`src/rtl/i2cbrg_pkg.sv`:
```
package i2cbrg_pkg;
    localparam int SEL_W    = 2;
    localparam int BRG_W    = 8;
    localparam int PRE_LOG  = 5;
    localparam int EN_BIT   = 0;
    localparam int SEL_LSB  = 1;
    localparam int FILT_BIT = 3;
    localparam int MODE_W   = 4;

    typedef enum logic [1:0] {
        ST_IDLE = 2'd0,
        ST_LOW  = 2'd1,
        ST_HIGH = 2'd2
    } phase_e;

    typedef struct packed {
        logic [SEL_W-1:0] sel;
        logic             filt;
        logic [BRG_W-1:0] brg;
    } brg_cfg_t;
endpackage

```
`src/rtl/i2cbrg_cfg_hold.sv`:
```
module i2cbrg_cfg_hold
    import i2cbrg_pkg::*;
#(
    parameter int DIV_REG_W = 16
) (
    input  logic                 clk,
    input  logic                 rst_n,
    input  logic                 load,
    input  logic [MODE_W-1:0]    mode_reg,
    input  logic [DIV_REG_W-1:0] div_reg,
    output brg_cfg_t             cfg
);
    brg_cfg_t cfg_d;

    always_comb begin
        cfg_d.sel  = mode_reg[SEL_LSB +: SEL_W];
        cfg_d.filt = mode_reg[FILT_BIT];
        cfg_d.brg  = div_reg[BRG_W-1:0];
    end

    always_ff @(posedge clk or negedge rst_n) begin
        if (!rst_n) begin
            cfg <= '0;
        end else if (load) begin
            cfg <= cfg_d;
        end
    end
endmodule

```
`src/rtl/i2cbrg_prediv.sv`:
```
module i2cbrg_prediv
    import i2cbrg_pkg::*;
#(
    parameter int LOG_MAX = PRE_LOG
) (
    input  logic             clk,
    input  logic             rst_n,
    input  logic             run,
    input  logic [SEL_W-1:0] sel,
    output logic             strobe
);
    localparam int CW = LOG_MAX;

    logic [CW:0]   limit_w;
    logic [CW-1:0] limit;
    logic [CW-1:0] cnt;

    always_comb begin
        limit_w = ({{CW{1'b0}}, 1'b1} << (LOG_MAX - int'(sel))) - 1'b1;
        limit   = limit_w[CW-1:0];
    end

    assign strobe = run && (cnt == limit);

    always_ff @(posedge clk or negedge rst_n) begin
        if (!rst_n) begin
            cnt <= '0;
        end else if (!run || strobe) begin
            cnt <= '0;
        end else begin
            cnt <= cnt + 1'b1;
        end
    end
endmodule

```
`src/rtl/i2cbrg_halfcnt.sv`:
```
module i2cbrg_halfcnt
    import i2cbrg_pkg::*;
(
    input  logic             clk,
    input  logic             rst_n,
    input  logic             run,
    input  logic             step,
    input  logic [BRG_W-1:0] brg,
    input  logic             filt,
    output logic             half_done
);
    localparam int TW = BRG_W + 1;

    logic [TW-1:0] last;
    logic [TW-1:0] cnt;

    always_comb begin
        last = {1'b0, brg} + TW'(2) + (filt ? TW'(2) : TW'(0));
    end

    assign half_done = run && step && (cnt == last);

    always_ff @(posedge clk or negedge rst_n) begin
        if (!rst_n) begin
            cnt <= '0;
        end else if (!run || half_done) begin
            cnt <= '0;
        end else if (step) begin
            cnt <= cnt + 1'b1;
        end
    end
endmodule

```
`src/rtl/i2cbrg_top.sv`:
```
module i2cbrg_top
    import i2cbrg_pkg::*;
#(
    parameter int DIV_REG_W = 16
) (
    input  logic                 clk,
    input  logic                 rst_n,
    input  logic [3:0]           mode_reg,
    input  logic [DIV_REG_W-1:0] div_reg,
    output logic                 tick,
    output logic                 scl_low,
    output logic                 scl_high
);
    phase_e   state_q;
    phase_e   state_n;
    brg_cfg_t cfg;
    logic     en;
    logic     run;
    logic     pre_strobe;
    logic     half_done;
    logic     cfg_load;

    assign en       = mode_reg[EN_BIT];
    assign run      = en && (state_q != ST_IDLE);
    assign cfg_load = en && ((state_q == ST_IDLE) ||
                             (state_q == ST_HIGH && half_done));

    i2cbrg_cfg_hold #(.DIV_REG_W(DIV_REG_W)) u_cfg (
        .clk(clk), .rst_n(rst_n), .load(cfg_load),
        .mode_reg(mode_reg), .div_reg(div_reg), .cfg(cfg)
    );

    i2cbrg_prediv #(.LOG_MAX(PRE_LOG)) u_pre (
        .clk(clk), .rst_n(rst_n), .run(run),
        .sel(cfg.sel), .strobe(pre_strobe)
    );

    i2cbrg_halfcnt u_half (
        .clk(clk), .rst_n(rst_n), .run(run), .step(pre_strobe),
        .brg(cfg.brg), .filt(cfg.filt), .half_done(half_done)
    );

    always_comb begin
        state_n = state_q;
        if (!en) begin
            state_n = ST_IDLE;
        end else begin
            unique case (state_q)
                ST_IDLE: state_n = ST_LOW;
                ST_LOW:  if (half_done) state_n = ST_HIGH;
                ST_HIGH: if (half_done) state_n = ST_LOW;
                default: state_n = ST_IDLE;
            endcase
        end
    end

    always_ff @(posedge clk or negedge rst_n) begin
        if (!rst_n) begin
            state_q <= ST_IDLE;
        end else begin
            state_q <= state_n;
        end
    end

    always_ff @(posedge clk or negedge rst_n) begin
        if (!rst_n) begin
            tick     <= 1'b0;
            scl_low  <= 1'b0;
            scl_high <= 1'b0;
        end else begin
            tick     <= (state_n != state_q) && (state_n != ST_IDLE);
            scl_low  <= (state_n == ST_LOW);
            scl_high <= (state_n == ST_HIGH);
        end
    end
endmodule

```
`config.mk`:
```
export PLATFORM = sky130hd
export DESIGN_NAME = i2cbrg_top
export DESIGN_NICKNAME = d
export VERILOG_FILES = /design/src/rtl/i2cbrg_pkg.sv /design/src/rtl/i2cbrg_cfg_hold.sv /design/src/rtl/i2cbrg_prediv.sv /design/src/rtl/i2cbrg_halfcnt.sv /design/src/rtl/i2cbrg_top.sv
export SDC_FILE = /design/constraint.sdc
export NUM_CORES = 1
export LEC_CHECK = 0
export BUFFER_PORTS_ARGS = -buffer_cell sky130_fd_sc_hd__buf_4
export CAP_MARGIN = 15
export CORE_MARGIN = 2
export CORE_UTILIZATION = 28
export DETAILED_ROUTE_END_ITERATION = 7
export SLEW_MARGIN = 20
export SYNTH_ARGS = -nofsm -noshare
export SYNTH_HDL_FRONTEND = slang
export SYNTH_SLANG_ARGS = --single-unit
```
`constraint.sdc`:
```
create_clock -name clk -period 4.42 [get_ports clk]
set_clock_uncertainty 0.15 [all_clocks]
set_input_delay 0.442 -clock clk [delete_from_list [all_inputs] [get_ports clk]]
set_output_delay 0.442 -clock clk [all_outputs]
set_load 0.02 [all_outputs]
```
* Yosys cells after proc, flatten, opt, wreduce, memory -nomap -nowiden
Cells that the tools add are included.
Storage, ports and cells: memories kept 0, bits in latches 0, RAM bits 0, flip-flop bits (word level) 30, bits in read-only memories 0, output and inout port bits 3, bits of input ports 22
Cells by class: divide/modulo/power cells 0, order comparisons 0, bitwise logic cells 0, $add $sub $neg 6, multiply operators 0, reductions and logical operators 15, eq/ne operators 7, mux-type cells 8, shift-type cells 1
Operators with widths (number):
- $shl A1 B32 Y5 const A | 1
- $mux W9 | 2
- $add A8 B2 Y9 const B | 1
- $add A9 B1 Y9 const B | 1
- $add A9 B9 Y9 | 1
- $eq A9 B9 Y1 | 1
- $mux W2 | 4
- $logic_and A1 B1 Y1 | 7
- $pmux W2 S3 | 1
- $reduce_bool A2 Y1 | 3
- $add A5 B1 Y5 const B | 1
- $eq A5 B5 Y1 | 1
- $mux W5 | 1
- $sub A5 B1 Y5 const B | 1
- $eq A2 B1 Y1 const B | 2
- $eq A2 B2 Y1 const B | 2
- $sub A3 B2 Y4 const A | 1
- $logic_or A1 B1 Y1 | 3
- $logic_not A2 Y1 | 1
- $ne A2 B2 Y1 | 1
- $logic_not A1 Y1 | 1

* Depth between registers and ports, before layout
depth after elaboration 12, gate-level depth with buffers 12, mapped depth without buffers 11

* By module
From an unflattened synthesis, not the netlist that was laid out.
Second synthesis, totals: cell total of the unflattened synthesis 147, area, all modules 1681.6 µm²
Modules (own cells, without submodules):
- i2cbrg_halfcnt | cells an instance 80, seq. area each 225.2 µm², area an instance 729.4 µm², times used 1
- i2cbrg_cfg_hold | cells an instance 23, seq. area each 275.3 µm², area an instance 447.9 µm², times used 1
- i2cbrg_prediv | cells an instance 26, seq. area each 125.1 µm², area an instance 294.0 µm², times used 1
- i2cbrg_top | cells an instance 18, seq. area each 125.1 µm², area an instance 210.2 µm², times used 1

* Worst setup path after synthesis
OpenSTA, ideal clock, no wires.
kind flip-flop to flip-flop, start reg u_cfg.cfg[1] (netlist name), end reg u_cfg.cfg[0] (netlist name), library setup time 0.125 ns, data required time 4.145 ns, stages on the path, launching flop included 13, path slack 1.746 ns, arrival 2.399 ns, cell sequence dfrtp_1 inv_1 ha_1 inv_1 ha_1 ha_1 and2_1 a211o_1 a31o_2 and3_1 a21oi_2 buf_6 mux2_4
Between the ends: cells in the longest elaborated chain, start to end 7
Ends and longest elaborated chain:
- $add A8 B2 Y9 | line i2cbrg_halfcnt.sv:18 | last = {1'b0, brg} + TW'(2) + (filt ? TW'(2) : TW'(0));
- $add A9 B9 Y9 | line i2cbrg_halfcnt.sv:18
- $eq A9 B9 Y1 | line i2cbrg_halfcnt.sv:21 | assign half_done = run && step && (cnt == last);
- $logic_and A1 B1 Y1 | line i2cbrg_halfcnt.sv:21
- $logic_and A1 B1 Y1 | line i2cbrg_top.sv:26 | (state_q == ST_HIGH && half_done));
- $logic_or A1 B1 Y1 | line i2cbrg_top.sv:25 | assign cfg_load = en && ((state_q == ST_IDLE) ||
- $logic_and A1 B1 Y1 | line i2cbrg_top.sv:25
No other way between the ends. A chain may end at the register's enable or synchronous reset.

* Final worst setup path
start reg u_cfg.cfg[8] (netlist name), end reg u_cfg.cfg[2] (netlist name)
Between the ends: cells in the longest elaborated chain, start to end 7
Ends and longest elaborated chain (line):
- $mux W2 | i2cbrg_halfcnt.sv:18
- $add A9 B9 Y9 | i2cbrg_halfcnt.sv:18
- $eq A9 B9 Y1 | i2cbrg_halfcnt.sv:21
- $logic_and A1 B1 Y1 | i2cbrg_halfcnt.sv:21
- $logic_and A1 B1 Y1 | i2cbrg_top.sv:26
- $logic_or A1 B1 Y1 | i2cbrg_top.sv:25
- $logic_and A1 B1 Y1 | i2cbrg_top.sv:25
No other way between the ends.

==> metrics.md <==
| Metric | Value |
|---|---|
| Crit path buffers/inverters | 3 |
| Congestion Overflow GR | 0 |
| Die height | 80.4 µm |
| RSZ-0062 raised after global routing | no |
| M2 GR Usage | roughly 18% |
| R2R setup slack | about 1.5 ns |
| Post-synthesis async set-or-reset flop share | between 90% and 100% |
| Number of CTS-inserted buffers | 5 |
| H-tree Lvls | 2 |
| Crit Reg-Reg Startpoint | u_cfg.cfg[8] |
| Final hold vios | 0 |
| PwrDens | 319 nW/µm² |
| Net Sw Frac | roughly 25% |
| Post-route cell area | around 1900 µm² |
| Final slew viol count | 0 |
| Via density | around 4.7 |
| DR vias | between 1,000 and 1,500 |
| Power share of the clock group | between 30% and 40% |
| Busiest grt layer | met2 |
| End of the worst hold path | u_cfg.cfg[8] |
| Placed Area | between 1500 and 2000 µm² |
| Hold Crit Class | in -> reg |
| Final HPWL DP | 2250 µm |
| Clk sink count | 30 |
| Element type at the critical path end | flip-flop |
| Post-synth net total | 174 |
| Crit-path slowest cell | nor4_1 |
| Final Total Pwr | between 0.6 and 0.7 mW |
| Synthesized area per cell | 11.1 µm² |
| FP Rows | 27 |
| Setup violators final | 0 |
| Clk_lat worst skew | about 0.27 ns |
| Fin Setup TNS | 0 ns |
| Clk pin slew, worst setup/hold paths | 0.06 ns |
| Total iterations of the first detailed-routing run | 4 |
| Die Wd | 80.4 µm |
| Share of cells above drive strength 1 | a little under a quarter |
| Largest net degree at the start of global routing | 31 |
| Hold depth | 2 |
| Most used flip-flop cell after synthesis | dfrtp_1 |
| FF-to-FF path depth | 12 |
| CP peak stage delay | 0.47 ns |
| Worst EP required | 4.43 ns |
| Max VDD drop | approximately 100 µV |
| WL final | around 3100 µm |
| Post-Syn Area | 1630 µm² |
| Yosys cell types | 37 |
| Mapped Cells | approximately 150 |
| Crit Path Max Fanout | 11 |
| Rel. slew slack | around three fifths |
| Yosys warning count | 0 |
| Worst slew pin tran | 0.611 ns |
| Die area | between 6000 and 7000 µm² |
| Routed wire length per instance | approximately 13 µm |
| IO Count | 25 |
| Met1 Use GR | 14.5% |
| Final Net Count | 197 |
| Peak Freq | 338 MHz |
| Fin crit share | 67.0% |
| FF+latch count, synth | 30 |
| N_diodes | 0 |
| Crit path DAT | about 3 ns |
| Crit path time final | roughly 3.0 ns |
| Number of global-route vias before repair | approximately 1,200 |
| Top cell by count, worst path | ha_1 |
| First-pass GRT wire length | between 5000 and 6000 µm |
| Switching Power | 0.155 mW |
| Initial antenna violation count | 0 |
| Initial core utilization | 29.3% |
| Worst-case clock buffer depth | 2 |
| Met3 Resource Use GR | under 10% |
| Sequential share of the synthesized area | 46.0% |
| TritonCTS clock tree | built |
| Iter 0 DRT Violations | 60 |
| Port bufs | 16 |
| Crit Path Class | reg -> reg |
| Final setup margin | approximately 1.5 ns |
| Post-synth EDFFs | 0 |
| Max-cap viol count | 0 |
| Synth-to-Final Area Change | 17.6% |
| Top Family by Delay on Critical Path | simple AND/OR/NAND/NOR gates |
| Logic pwr share | between 10% and 20% |
| Crit-path cells | inv_1 -> ha_1 -> inv_1 -> ha_1 -> ha_1 -> xnor2_1 -> nand3_1 -> nor4_1 -> and3_1 -> a21oi_2 -> buf_4 -> mux2_4 |
| Status | complete, no violations |
| Cts repair resizes | 0 |
| Routability cong. | about 0.78 |
| DP Worst Slack | between 1 and 1.5 ns |
| Routed Antenna Nets | 0 |
| Leakage | 0.854 nW |
| Reg2Reg Capture Point | u_cfg.cfg[2] |
| Clock root buffer | clkbuf_8 |
| Flop pwr share | 50.2% |
| Number of remaining DRC errors | 0 |
| Hold Crit Start | mode_reg[3] |
| Internal Power | between 0.4 and 0.5 mW |
| Crit path launch type | flip-flop |
| Tot GR Track Use | between 10 and 15% |
| Area of the core | roughly 5600 µm² |
==> cells in the final DEF, fill, tap and decap left out, types with 2 or more instances in the layout <==
master / instances
nand2_1: 9
nor2_1: 14
a31oi_1: 2
a21oi_1: 5
clkbuf_1: 2
a211o_1: 2
o21ai_0: 4
o21a_1: 3
dfrtp_1: 30
mux2_4: 10
nor4b_1: 2
clkbuf_8: 5
inv_1: 6
nand4b_1: 2
nand3_1: 8
a211oi_1: 2
o211ai_1: 2
o2111ai_1: 2
a41o_1: 2
ha_1: 5
and3_1: 3
xnor2_1: 10
buf_4: 17
or4bb_1: 2
xor2_1: 7
==> cell usage after synthesis, drive strengths merged (3+ instances only) <==
cell | n | area share, %
a21oi | 6 | 2.1
nand3 | 8 | 2.5
o21a | 3 | 1.4
nor2 | 14 | 3.2
ha | 5 | 3.8
xor2 | 7 | 3.8
and3 | 3 | 1.1
inv | 6 | 1.4
nand2 | 9 | 2.1
xnor2 | 10 | 5.4
a211oi | 3 | 2.1
mux2 | 11 | 9.9
dfrtp | 30 | 46
o21ai | 6 | 2.1
==> cell type report <==
type	count	area, µm²
flip-flops and latches	30	751
inverters	6	22.5
clock buffers	7	76.3
fillers	574	3650
multi-input cells	109	843
well taps	72	90.1
repair buffers	18	138
==> per-layer routing <==
metal,wire length (µm),up-vias
met5,0,-
met4,33,0
met3,109,5
met2,1460,16
met1,1520,552
li1,-,576
==> registers in the layout, summed over array words and instances (netlist names) <==
signal,count
u_cfg.cfg,11
u_half.cnt,9
u_pre.cnt,5
state_q,2
scl_high,1
scl_low,1
tick,1
==> worst max-delay path by stage <==
stage | to | start | depth (start not counted)
3_3_place_gp | u_cfg.cfg[1] | u_cfg.cfg[8] | 12
3_5_place_dp | u_cfg.cfg[3] | u_cfg.cfg[1] | 12
6_report | u_cfg.cfg[2] | u_cfg.cfg[8] | 12
5_1_grt | u_cfg.cfg[1] | u_cfg.cfg[1] | 12
4_1_cts | u_cfg.cfg[2] | u_cfg.cfg[8] | 12
2_1_floorplan | u_cfg.cfg[0] | u_cfg.cfg[1] | 12
==> power groups by stage <==
stage	clock, mW	combinational, mW	sequential [mW]
after global placement	0	0.103	0.312
after detailed placement	0	0.105	0.312
final	0.201	0.104	0.308
after CTS	0.211	0.106	0.308
after floorplan	0	0.0760	0.309
after global routing	0.224	0.119	0.310
==> stage by stage <==
stage          util (%)  hold slack (ns)  instances
6_report           34.5            0.247        242
5_1_grt            34.5            0.235        242
4_1_cts            34.5            0.239        242
3_5_place_dp       32.9            0.251        234
3_3_place_gp       32.9            0.246        234
2_1_floorplan         -         -0.00359        147
==> what timing repair did <==
item,in CTS,in global routing
setup buffers,0,0
hold buffers,1,0
setup endpoints to repair,0,0
hold endpoints to repair,30,0
==> logic make-up after synthesis <==
family	share of synthesized area, %
AO/OA/AOI/OAI	13.3
XOR/XNOR	9.12
adder cells (fa/ha/maj)	3.83
buffers and inverters	2.38
flip-flops	46.0
multiplexers	9.88
AND/OR/NAND/NOR	15.6
(Power assumes the default switching activity.)
